### config.mk
export PLATFORM = sky130hd
export DESIGN_NAME = rx_label_filter
export DESIGN_NICKNAME = d
export VERILOG_FILES = /design/src/rtl/lf_pkg.sv /design/src/rtl/lf_label_table.sv /design/src/rtl/lf_label_match.sv /design/src/rtl/lf_dec_check.sv /design/src/rtl/rx_label_filter.sv
export SDC_FILE = /design/constraint.sdc
export NUM_CORES = 1
export LEC_CHECK = 0
export ABC_AREA = 1
export BUFFER_PORTS_ARGS = -buffer_cell sky130_fd_sc_hd__buf_2
export CORE_MARGIN = 3
export CORE_UTILIZATION = 60
export DETAILED_ROUTE_END_ITERATION = 12
export PLACE_DENSITY = 0.86
export SYNTH_ARGS = -nofsm -noshare
export SYNTH_HDL_FRONTEND = slang
export SYNTH_SLANG_ARGS = --single-unit
### constraint.sdc
create_clock -name clk -period 3.7 [get_ports clk]
set_clock_uncertainty 0.1 [all_clocks]
set_input_delay 0.555 -clock clk [delete_from_list [all_inputs] [get_ports clk]]
set_output_delay 0.555 -clock clk [all_outputs]
set_load 0.01 [all_outputs]
### src/rtl/lf_pkg.sv
// Package: shared types for the receive label/decoder filter.
// Assumes: table port mode encoding is fixed by the block's port contract.
package lf_pkg;
    typedef enum logic {
        TBL_LOAD = 1'b0,
        TBL_READ = 1'b1
    } tbl_mode_e;

    // Width of the decoder reference: word bits 9 and 10.
    localparam int unsigned DEC_W = 2;
endpackage

### src/rtl/lf_label_table.sv
// Module: lf_label_table
// Holds NUM_LABELS labels. In load mode, writes land at an explicit index.
// In read mode, reads return entries in index order through a wrapping pointer.
// Assumes: tbl_widx is below NUM_LABELS; mode is stable around strobes.
module lf_label_table #(
    parameter int unsigned NUM_LABELS = 16,
    parameter int unsigned LABEL_W    = 8,
    localparam int unsigned IDX_W     = $clog2(NUM_LABELS)
) (
    input  logic                          clk,
    input  logic                          rst_n,
    input  lf_pkg::tbl_mode_e             mode,
    input  logic                          wr,
    input  logic [IDX_W-1:0]              widx,
    input  logic [LABEL_W-1:0]            wdata,
    input  logic                          rd,
    output logic [LABEL_W-1:0]            rdata,
    output logic                          rvalid,
    output logic [NUM_LABELS*LABEL_W-1:0] tbl_flat
);
    import lf_pkg::*;

    localparam logic [IDX_W-1:0] LAST_IDX = IDX_W'(NUM_LABELS - 1);

    logic [LABEL_W-1:0] ents [NUM_LABELS];
    logic [IDX_W-1:0]   rptr;

    // One storage register per entry, written only in load mode.
    for (genvar i = 0; i < NUM_LABELS; i++) begin : g_ent
        always_ff @(posedge clk) begin
            if (!rst_n)
                ents[i] <= '0;
            else if (mode == TBL_LOAD && wr && widx == IDX_W'(i))
                ents[i] <= wdata;
        end
        assign tbl_flat[i*LABEL_W +: LABEL_W] = ents[i];
    end

    // Read pointer: cleared in load mode, advanced and wrapped per read.
    always_ff @(posedge clk) begin
        if (!rst_n)
            rptr <= '0;
        else if (mode == TBL_LOAD)
            rptr <= '0;
        else if (rd)
            rptr <= (rptr == LAST_IDX) ? '0 : rptr + 1'b1;
    end

    // Read data register and its one-clock valid flag.
    always_ff @(posedge clk) begin
        if (!rst_n) begin
            rdata  <= '0;
            rvalid <= 1'b0;
        end else begin
            rvalid <= rd && (mode == TBL_READ);
            if (rd && mode == TBL_READ)
                rdata <= ents[rptr];
        end
    end

    // valid only follows a read strobe made in read mode.
    assert_rvalid_src_R9: assert property (@(posedge clk) disable iff (!rst_n)
        rvalid |-> ($past(rd) && $past(mode) == TBL_READ));

    // a clock spent in load mode leaves the pointer at zero.
    assert_ptr_home_R10: assert property (@(posedge clk) disable iff (!rst_n)
        ($past(rst_n) && $past(mode) == TBL_LOAD) |-> (rptr == '0));
endmodule

### src/rtl/lf_label_match.sv
// Module: lf_label_match
// Compares one label against every table entry in parallel and reports any hit.
// Assumes: tbl_flat packs entry i at bits [i*LABEL_W +: LABEL_W].
module lf_label_match #(
    parameter int unsigned NUM_LABELS = 16,
    parameter int unsigned LABEL_W    = 8
) (
    input  logic [NUM_LABELS*LABEL_W-1:0] tbl_flat,
    input  logic [LABEL_W-1:0]            label,
    output logic                          hit
);
    logic [NUM_LABELS-1:0] hits;

    for (genvar i = 0; i < NUM_LABELS; i++) begin : g_cmp
        assign hits[i] = (tbl_flat[i*LABEL_W +: LABEL_W] == label);
    end

    // Reduce the per-entry compares into one hit flag.
    always_comb hit = |hits;
endmodule

### src/rtl/lf_dec_check.sv
// Module: lf_dec_check
// Checks the two decoder bits against the configured references when enabled.
// Assumes: bits[0] carries word bit 9 and bits[1] carries word bit 10.
module lf_dec_check #(
    parameter int unsigned DEC_W = lf_pkg::DEC_W
) (
    input  logic             en,
    input  logic [DEC_W-1:0] ref_bits,
    input  logic [DEC_W-1:0] bits,
    output logic             pass
);
    // Pass when disabled, or when every bit equals its reference.
    always_comb pass = !en || (bits == ref_bits);
endmodule

### src/rtl/rx_label_filter.sv
// Module: rx_label_filter (top)
// Decides per received word whether it is written into the receiver FIFO.
// The optional checks are label recognition and the bit 9/10 decoder match.
// The accept strobe is registered: it appears one clock after word_vld.
// Assumes: a table write and a word are not presented in the same clock.
module rx_label_filter #(
    parameter int unsigned NUM_LABELS = 16,
    parameter int unsigned LABEL_W    = 8,
    parameter int unsigned WORD_W     = 32,
    localparam int unsigned IDX_W     = $clog2(NUM_LABELS),
    localparam int unsigned DEC_W     = lf_pkg::DEC_W
) (
    input  logic               clk,
    input  logic               rst_n,
    input  logic               lbl_en,
    input  logic               dec_en,
    input  logic [DEC_W-1:0]   dec_ref,
    input  logic               tbl_mode,
    input  logic               tbl_wr,
    input  logic [IDX_W-1:0]   tbl_widx,
    input  logic [LABEL_W-1:0] tbl_wdata,
    input  logic               tbl_rd,
    output logic [LABEL_W-1:0] tbl_rdata,
    output logic               tbl_rvalid,
    input  logic               word_vld,
    input  logic [WORD_W-1:0]  word,
    output logic               accept
);
    import lf_pkg::*;

    localparam int unsigned DEC_LSB = LABEL_W;
    localparam int unsigned HI_LSB  = DEC_LSB + DEC_W;

    logic [NUM_LABELS*LABEL_W-1:0] tbl_flat;
    logic                          lbl_hit;
    logic                          dec_pass;
    logic                          lbl_pass;
    tbl_mode_e                     mode_q;
    logic                          unused_hi;

    assign mode_q    = tbl_mode_e'(tbl_mode);
    assign unused_hi = ^word[WORD_W-1:HI_LSB];

    lf_label_table #(
        .NUM_LABELS (NUM_LABELS),
        .LABEL_W    (LABEL_W)
    ) u_table (
        .clk      (clk),
        .rst_n    (rst_n),
        .mode     (mode_q),
        .wr       (tbl_wr),
        .widx     (tbl_widx),
        .wdata    (tbl_wdata),
        .rd       (tbl_rd),
        .rdata    (tbl_rdata),
        .rvalid   (tbl_rvalid),
        .tbl_flat (tbl_flat)
    );

    lf_label_match #(
        .NUM_LABELS (NUM_LABELS),
        .LABEL_W    (LABEL_W)
    ) u_match (
        .tbl_flat (tbl_flat),
        .label    (word[LABEL_W-1:0]),
        .hit      (lbl_hit)
    );

    lf_dec_check #(
        .DEC_W (DEC_W)
    ) u_dec (
        .en       (dec_en),
        .ref_bits (dec_ref),
        .bits     (word[DEC_LSB +: DEC_W]),
        .pass     (dec_pass)
    );

    // Label check result: forced to pass when recognition is off.
    always_comb lbl_pass = !lbl_en || lbl_hit;

    // Register the accept decision one clock after the word strobe.
    always_ff @(posedge clk) begin
        if (!rst_n)
            accept <= 1'b0;
        else
            accept <= word_vld && lbl_pass && dec_pass;
    end

    // no accept without a word strobe in the previous clock.
    assert_accept_src_R2: assert property (@(posedge clk) disable iff (!rst_n)
        accept |-> $past(word_vld));

    // with both checks off, every strobed word is accepted.
    assert_open_pass_R3: assert property (@(posedge clk) disable iff (!rst_n)
        ($past(rst_n) && $past(word_vld) && !$past(lbl_en) && !$past(dec_en))
        |-> accept);

    // an accepted word under recognition had a table hit.
    assert_label_hit_R4: assert property (@(posedge clk) disable iff (!rst_n)
        (accept && $past(lbl_en)) |-> $past(lbl_hit));

    // an accepted word under the decoder check matched both references.
    assert_dec_match_R6: assert property (@(posedge clk) disable iff (!rst_n)
        (accept && $past(dec_en)) |-> ($past(word[DEC_LSB +: DEC_W]) == $past(dec_ref)));
endmodule

==> results of run 1 <==
## final timing paths
check,slack (ns),endpoint
setup / recovery,1.12,u_table.rdata[6]
hold reg to reg,0.46,u_table.rdata[7]
setup reg to reg,1.12,u_table.rdata[6]
hold / removal,0.28,accept
## sequential cells by signal, indices dropped and copies added, names as in the netlist
name and count:
u_table.rdata 8, accept 1, u_table.ents 128, u_table.rvalid 1, u_table.rptr 4
## through the flow
stage          util [%]  setup WS, ns  hold slack (ns)  total power (uW)  instance area [um^2]
2_1_floorplan         -          1.81            0.481              2270                  8310
3_5_place_dp       63.1          1.25            0.449              2400                  8450
4_1_cts            68.0          1.31            0.281              4270                  9110
5_1_grt            68.0          1.14            0.292              4390                  9110
6_report           68.0          1.12            0.283              4290                  9110
3_3_place_gp       63.1          1.29            0.439              2380                  8450
## layout make-up
cell class,count,share of cell area [%]
Inverter,73,3.01
Clock inverter,11,2.06
Clock buffer,21,5.16
Sequential cell,142,45.3
Multi-Input combinational cell,727,39.6
Tap cell,176,2.42
Timing Repair Buffer,44,2.50
## kinds of logic after synthesis
family	Yosys count	synth area share (%)
AOI/OAI and AO/OA	114	7.88
DFF	142	49.6
adders and majority gates	1	0.151
xor gates and xnor gates	103	10.9
and+or+nand+nor	509	24.5
buffers and inverters	126	6.97
## where the power goes
group / switching, uW / internal, uW / total [uW]
clock network: 654 / 1250 / 1900
logic: 324 / 161 / 485
registers: 70.6 / 1840 / 1910
## metal layers
| layer | vias up | GRT usage [%] | share of wire (%) |
|---|---|---|---|
| li1 | 3261 | - | - |
| met1 | 3271 | 41.7 | 36 |
| met2 | 644 | 49.1 | 45 |
| met3 | 127 | 7.54 | 14 |
| met4 | 0 | 17.9 | 5.4 |
| met5 | - | 0 | 0 |
## cell usage in the layout, fill, tap and decap left out, types with 3 or more instances in the layout
cell type,count
inv_1,69
buf_4,3
o21ai_0,53
edfxtp_1,128
buf_2,41
a21oi_1,21
nand4_1,13
xor2_1,23
clkinvlp_4,3
clkinv_2,3
nand3_1,42
clkbuf_8,3
nand2_1,198
xnor2_1,80
bufinv_16,5
o21ai_1,7
o22ai_1,7
o221ai_1,8
nor2_1,249
clkbuf_16,17
dfxtp_1,13
o211ai_1,15
## worst max-delay path, cell delays in order (launching register included)
cell and delay, ns:
dfxtp_1 0.84, inv_2 0.53, nor2_1 0.24, o21ai_0 0.15, o211ai_1 0.21, nand3_1 0.20, nand3_1 0.13, nand2_1 0.06
inv_1 0.04
==> impl_metrics.yaml, run 1 <==
outcome:
  status: "finished, final reports clean"
clock_tree:
  clk_path_buf_depth: 2
  cts_sinks: 142
  cts_root_buffer: "clkbuf_16"
  clk_pin_slew_ns: 0.06
  cts.repair.resized: 0
  tritoncts: "built"
  ctsHoldBuffers: 0
  clock_latency_ns: 0.43
  cts_setup_buffers: 0
  ctsHtreeMaxLevel: 4
  numCtsBuffers: 17
yosys:
  synth_seq_cells: 142
  syn_area_mm2: 0.00831
  ys_seq_area_share_pct: 49.6
  ys_top_cells_by_count: "nor2_1, nand2_1, edfxtp_1"
  syn_nets: 1050
  synthArstFlopShare_pct: 0
  synth_top_area_share_pct: 46.3
  synth_ff_type: "edfxtp_1"
  synthCells: 995
  postSynthAreaPerCell_um2: 8.35
  synth_top_cell_by_area: "edfxtp_1"
  yosysWarnings: 0
  synth_edf_count: 128
  synthDistinctLibCells: 32
  yosysMostFrequentCell: "nor2_1"
  yosys-top-cells-area: "edfxtp_1, nor2_1, nand2_1"
sta:
  rsz0062_at_grt: "false"
  slew_headroom_pct: 33.6
  period_minus_slack_ns: 2.58
  maxSlewViolCount: 0
  fin_crit_sh_pct: 69.7
  finalSetupViolations: 0
  tightest_slew_ns: 0.994
  hold_viol: 0
  clock.fmax_mhz: 388
  fin_tns_setup_ns: 0
worst_setup_path:
  rr_worst_depth: 8
  end_kind: "flop"
  r2r-start: "u_table.rptr[1]"
  criticalPathCategory: "flop to flop"
  crit_arrival_ns: 2.85
  worstSetupStartpoint: "u_table.rptr[1]"
  worst_ep_required_time_ns: 3.97
  startpoint_type: "flop"
  critPathMaxFanout: 44
drt:
  viasPerCell: 6.12
  vias: 7303
  drt_iter0_drc: 1409
  drt-total-wl_um: 23900
  ant_nets: 0
  wl_per_cell_um: 20.0
  first_pass_iters: 6
  drc: 0
floorplan:
  die_height_um: 124
  dieArea_mm2: 0.0153
  initial_utilization_pct: 62.0
  die_w_um: 124
  coreArea_mm2: 0.0134
  io_pins: 64
  rows: 42
power_and_ir_drop:
  peakVddDrop_mv: 0.322
  leakagePower_uw: 0.00371
  powerDensity_mw_per_mm2: 471
layout:
  syn2layout_area_growth_pct: 9.65
  finalNonFillerCells: 1194
  nFillCells: 1007
  finalNetCount: 1060
  antennaDiodeCount: 0
  layout-drive-gt1-share_pct: 8.15
  seq_area_mm2: 0.00413
  multi_input_area_mm2: 0.00361
global_routing:
  grt_pass1_wl_um: 36000
  grt_max_degree: 63
  first_global_vias: 6717
  gr-total-overflow: 0
  antenna_found_initial: 0
  grt_use_total_pct: 31.9
placement:
  port_buffers: 41
  gp_congestion: 0.931
  place_hpwl_um: 15000
  dp_cells: 1162
min_path:
  hold_start: "word_vld"
  hold-path-cell-count: 3
  min_path_type: "input port to flop"
job:
  maxCapViolations: 0
Note: power is estimated with default switching activity, not from simulation.
==> run 2: changes to the inputs <==
--- a/config.mk
+++ b/config.mk
@@ -5,12 +5,12 @@
 export SDC_FILE = /design/constraint.sdc
 export NUM_CORES = 1
 export LEC_CHECK = 0
-export ABC_AREA = 1
+export ABC_AREA = 0
 export BUFFER_PORTS_ARGS = -buffer_cell sky130_fd_sc_hd__buf_2
 export CORE_MARGIN = 3
-export CORE_UTILIZATION = 60
+export CORE_UTILIZATION = 55
 export DETAILED_ROUTE_END_ITERATION = 12
-export PLACE_DENSITY = 0.86
+export PLACE_DENSITY = 0.83
 export SYNTH_ARGS = -nofsm -noshare
 export SYNTH_HDL_FRONTEND = slang
 export SYNTH_SLANG_ARGS = --single-unit
==> constraint.sdc (replaced) <==
create_clock -name clk -period 2.3 [get_ports clk]
set_clock_uncertainty 0.1 [all_clocks]
set_input_delay 0.345 -clock clk [delete_from_list [all_inputs] [get_ports clk]]
set_output_delay 0.345 -clock clk [all_outputs]
set_load 0.01 [all_outputs]
==> run 2 against run 1 <==
Net effect: count of clock-buffer cells in the layout increased by 6; routed wire length decreased by 15%; critical path depth decreased by 2; largest power group unchanged.
==> impl_metrics.yaml, run 2 <==
power_and_ir_drop:
  powerDensity_mw_per_mm2: 701
  peakVddDrop_mv: 0.557
  leakagePower_uw: 0.00318
  total_power_uw: 6320
yosys:
  ys_seq_area_share_pct: 51.8
  synth_top_cell_by_area: "edfxtp_1"
  syn_nets: 693
  synth_edf_count: 128
  synthAdderAreaFrac_pct: 0.157
  muxShareOfSynthArea_pct: 9.56
  yosysMostFrequentCell: "and2_1"
  ys_top_cells_by_count: "and2_1, edfxtp_1, xor2_1"
  synth_top_area_share_pct: 48.3
  yosys-top-cells-area: "edfxtp_1, and2_1, xor2_1"
  synthXorXnorAreaFrac_pct: 14.4
  synthArstFlopShare_pct: 0
  synth_top_family_by_area: "simple AND/OR/NAND/NOR gates"
  syn_area_mm2: 0.00796
  synthDistinctLibCells: 33
  yosys.area_share.simple_pct: 16.6
  postSynthAreaPerCell_um2: 12.5
  synth_compound_area_share_pct: 4.48
  synth_seq_cells: 142
  yosysWarnings: 0
  synth_ff_type: "edfxtp_1"
  synthCells: 638
job:
  maxCapViolations: 0
layout:
  reg.largest.list: "u_table.ents x128, u_table.rdata x8, u_table.rptr x4"
  final_common_cell: "and2_1"
  layout-drive-gt1-share_pct: 17.9
  finalNetCount: 744
  antennaDiodeCount: 0
  post-route-util_pct: 64.2
  largest_register: "u_table.ents"
  largest_reg_flops: 128
  final_cell_mix: "and2_1, edfxtp_1, xor2_1, xnor2_1, buf_2"
  final_cell_area_mm2: 0.00902
  nFillCells: 980
  syn2layout_area_growth_pct: 13.3
drt:
  wl_per_cell_um: 23.0
  ant_nets: 0
  drt_iter0_drc: 651
  drc: 0
  first_pass_iters: 6
  vias: 5495
  drt-total-wl_um: 20300
  viasPerCell: 6.23
sta:
  slew_headroom_pct: 57.5
  finalSetupViolations: 0
  rsz0062_at_grt: "false"
  fin_tns_setup_ns: 0
  tightest_slew_ns: 0.636
  clock.fmax_mhz: 476
  whs_ns: 0.172
  fin_crit_sh_pct: 91.4
  maxSlewViolCount: 0
  hold_viol: 0
  period_minus_slack_ns: 2.10
worst_setup_path:
  critPathMaxFanout: 37
  crit_arrival_ns: 2.31
  criticalPathCategory: "flop to flop"
  worst_ep_required_time_ns: 2.51
  startpoint_type: "flop"
  end_kind: "flop"
floorplan:
  io_pins: 64
  coreArea_mm2: 0.0140
  die_w_um: 126
  dieArea_mm2: 0.0160
  rows: 43
  die_height_um: 126
  initial_utilization_pct: 56.7
global_routing:
  first_global_vias: 5632
  gr-total-overflow: 0
  grt_max_degree: 38
  grt_pass1_wl_um: 31600
  grt_use_total_pct: 26.0
  antenna_found_initial: 0
placement:
  place_hpwl_um: 14100
  port_buffers: 41
  place_area_mm2: 0.00846
  gp_congestion: 0.930
clock_tree:
  cts_root_buffer: "clkbuf_16"
  clk_path_buf_depth: 2
  tritoncts: "built"
  cts_sinks: 142
  ctsHoldBuffers: 0
  clk_pin_slew_ns: 0.06
  cts_setup_buffers: 0
  cts.repair.resized: 0
  ctsHtreeMaxLevel: 4
  clock_latency_ns: 0.42
  numCtsBuffers: 17
min_path:
  min_path_type: "input port to flop"
outcome:
  status: "finished, final reports clean"
run 2: changes by cell type in the layout (fill, tap and decap cells not counted), sizes merged, moves of 34 or more:
cell / previous run / this run
and2: 0 / 129
xor2: 23 / 67
nor2: 251 / 21
inv: 71 / 2
nand2: 198 / 18
o21ai: 60 / 26
nand3: 42 / 3
run 2: per-stage QoR:
step / cells / setup WS [ns]
global placement: 850 / 0.248
floorplan: 638 / 0.295
global route: 882 / 0.103
CTS: 882 / 0.209
finish: 882 / 0.198
detailed placement: 850 / 0.147
run 2: kinds of logic (layout without fill, tap and decap cells):
group | after synthesis | in the layout
DFF | 142 | 142
AOI/OAI and AO/OA | 63 | 63
adders and majority gates | 1 | 1
xor gates and xnor gates | 131 | 131
and+or+nand+nor | 227 | 227
muxes | 33 | 33
buffers and inverters | 41 | 105
run 2: worst max-delay path, stage by stage, from the launching register on:
cell and delay (ns):
dfxtp_2 0.34, buf_12 0.26, mux4_1 0.65, a22oi_1 0.30
a21oi_1 0.12, a21oi_1 0.14, nor2b_1 0.06
run 2: final cells by class:
class / count / area (um^2) / share of cell area (%)
Clock inverter: 5 / 26.3 / 0.291
Multi-Input combinational cell: 455 / 3600 / 39.9
Clock buffer: 27 / 526 / 5.83
Timing Repair Buffer: 72 / 513 / 5.69
Inverter: 1 / 3.75 / 0.0416
Sequential cell: 142 / 4130 / 45.8
Tap cell: 180 / 225 / 2.50
run 2: worst paths after layout:
path / from / to / slack (ns) / cells after the start
setup / recovery: u_table.rptr[0] / u_table.rdata[7] / 0.20 / 6
hold / removal: tbl_rd / u_table.rvalid / 0.17 / 2
setup reg to reg: u_table.rptr[0] / u_table.rdata[7] / 0.20 / 6
hold reg to reg: u_table.rdata[4] / u_table.rdata[4] / 0.41 / 2
run 2: metal layers:
layer / share of wire [%] / GRT usage [%] / wire length, um
met5: 0 / 0 / 0
met4: 3.7 / 12.7 / 750
met3: 9.1 / 4.88 / 1840
met2: 48 / 41.4 / 9760
met1: 39 / 34.6 / 7980
run 2: report_power, final:
| group | leakage, uW | internal (uW) | switching, uW |
|---|---|---|---|
| Sequential | 0.00133 | 2950 | 115 |
| Combinational | 0.00157 | 308 | 377 |
| Clock | 0.000276 | 1560 | 1010 |
==> run 3: changes to the inputs <==
--- a/config.mk
+++ b/config.mk
@@ -5,12 +5,15 @@
 export SDC_FILE = /design/constraint.sdc
 export NUM_CORES = 1
 export LEC_CHECK = 0
-export ABC_AREA = 0
+export ABC_AREA = 1
 export BUFFER_PORTS_ARGS = -buffer_cell sky130_fd_sc_hd__buf_2
+export CELL_PAD_IN_SITES_DETAIL_PLACEMENT = 0
+export CELL_PAD_IN_SITES_GLOBAL_PLACEMENT = 2
 export CORE_MARGIN = 3
-export CORE_UTILIZATION = 55
+export CORE_UTILIZATION = 33
 export DETAILED_ROUTE_END_ITERATION = 12
-export PLACE_DENSITY = 0.83
+export HOLD_SLACK_MARGIN = 0.15
+export PLACE_DENSITY = 0.82
 export SYNTH_ARGS = -nofsm -noshare
 export SYNTH_HDL_FRONTEND = slang
 export SYNTH_SLANG_ARGS = --single-unit
==> run 3 against run 2 <==
Net effect: die area increased by 70%; sequential cell count unchanged; combinational power rose by 28%; via count increased by 24%; total power rose by 8.3%; routed wire length rose by 33%; count of clock-buffer cells in the layout is the same; clock power increased by 13%; hold slack gained 0.0039 ns; critical path type unchanged.
==> impl_metrics.yaml, run 3 (synthesis gave the netlist of run 1 again) <==
outcome:
  status: "finished, final reports clean"
global_routing:
  grt_use_total_pct: 20.5
  first_global_vias: 6589
  antenna_found_initial: 0
  gr-total-overflow: 0
  grt_max_degree: 62
  grt_pass1_wl_um: 40000
drt:
  wl_per_cell_um: 19.5
  vias: 6829
  ant_nets: 0
  drt_iter0_drc: 654
  drt-total-wl_um: 27000
  first_pass_iters: 7
  viasPerCell: 4.93
  drc: 0
clock_tree:
  clock_latency_ns: 0.43
  ctsHoldBuffers: 3
  cts_setup_buffers: 0
  clk_pin_slew_ns: 0.06
  cts.repair.resized: 0
  clk_path_buf_depth: 2
  ctsHtreeMaxLevel: 4
  cts_sinks: 142
  tritoncts: "built"
  numCtsBuffers: 17
  cts_root_buffer: "clkbuf_16"
power_and_ir_drop:
  p_seq_share_pct: 44.7
  pwr-share-clk_pct: 42.6
  peakVddDrop_mv: 0.612
  swShare_pct: 25.6
  leakagePower_uw: 0.00395
  powerDensity_mw_per_mm2: 705
  p_int_uw: 5100
  combinationalPowerShare_pct: 12.8
  switchingPower_uw: 1750
  total_power_uw: 6850
placement:
  port_buffers: 41
  gp_congestion: 0.852
  place_hpwl_um: 18400
  place_area_mm2: 0.00904
  post-place-ws_ns: 0.234
job:
  maxCapViolations: 0
sta:
  tightest_slew_ns: 0.733
  slew_headroom_pct: 51.1
  hold_viol: 0
  maxSlewViolCount: 0
  rsz0062_at_grt: "false"
  fin_crit_sh_pct: 83.5
  timing.final.ws_setup_ns: 0.380
  whs_ns: 0.176
  finalSetupViolations: 0
  period_minus_slack_ns: 1.92
  fin_tns_setup_ns: 0
  clock.fmax_mhz: 521
worst_setup_path:
  rr_worst_depth: 8
  crit_arrival_ns: 2.21
  critPathMaxFanout: 36
  startpoint_type: "flop"
  criticalPathCategory: "flop to flop"
  end_kind: "flop"
  worst_ep_required_time_ns: 2.59
min_path:
  min_path_type: "input port to flop"
  hold-path-cell-count: 3
floorplan:
  die_height_um: 165
  rows: 57
  io_pins: 64
  initial_utilization_pct: 33.9
  die_w_um: 165
  dieArea_mm2: 0.0271
  coreArea_mm2: 0.0245
layout:
  layout-drive-gt1-share_pct: 11.4
  final_common_cell: "nor2_1"
  antennaDiodeCount: 0
  final_cell_mix: "nor2_1, nand2_1, edfxtp_1, xnor2_1, inv_1"
  reg.largest.list: "u_table.ents x128, u_table.rdata x8, u_table.rptr x4"
  syn2layout_area_growth_pct: 16.9
  final_cell_area_mm2: 0.00972
  largest_reg_flops: 128
  nFillCells: 2504
  largest_register: "u_table.ents"
  finalNetCount: 1102
==> run 3: path summary, 6_finish.rpt <==
path | startpoint | end | slack [ns]
worst max-delay path | u_table.rptr[0] | u_table.rdata[3] | 0.38
worst min-delay path | tbl_mode | u_table.rvalid | 0.18
worst max register to register | u_table.rptr[0] | u_table.rdata[3] | 0.38
worst min register to register | u_table.rdata[2] | u_table.rdata[2] | 0.46
==> run 3: power groups by stage <==
| stage | Sequential (uW) | Combinational (uW) | Clock (uW) |
|---|---|---|---|
| 2_1_floorplan | 3090 | 562 | 0 |
| 3_3_place_gp | 3110 | 868 | 0 |
| 3_5_place_dp | 3110 | 869 | 0 |
| 4_1_cts | 3060 | 876 | 2920 |
| 5_1_grt | 3070 | 959 | 3050 |
| 6_report | 3060 | 874 | 2910 |
==> run 3: per-stage QoR <==
stage | util (%) | instances
after floorplan | - | 995
after global placement | 36.9 | 1349
after detailed placement | 36.9 | 1349
after CTS | 39.6 | 1384
after global routing | 39.6 | 1384
final | 39.6 | 1384
==> run 3: critical path: stages, from the launching register on <==
cell and delay [ns]:
dfxtp_2 0.34, inv_2 0.08, buf_4 0.34, o21ai_0 0.13, o221ai_1 0.41, nand3_1 0.23, nand3_1 0.13, nand2_1 0.06
inv_1 0.04
==> run 3: final cells by class <==
cell class	count	area, um^2	share of cell area (%)
Sequential cell	142	4130	42.5
Clock inverter	5	32.5	0.335
Inverter	73	274	2.82
Tap cell	324	405	4.17
Clock buffer	27	611	6.28
Timing Repair Buffer	86	663	6.82
Multi-Input combinational cell	727	3610	37.1
==> run 3: routing by layer <==
layer	GRT usage [%]	vias to the layer above	routed length, um
li1	-	3344	-
met1	26.8	3212	12100
met5	0	-	0
met2	34.9	238	13000
met3	2.68	35	1310
met4	7.13	0	569
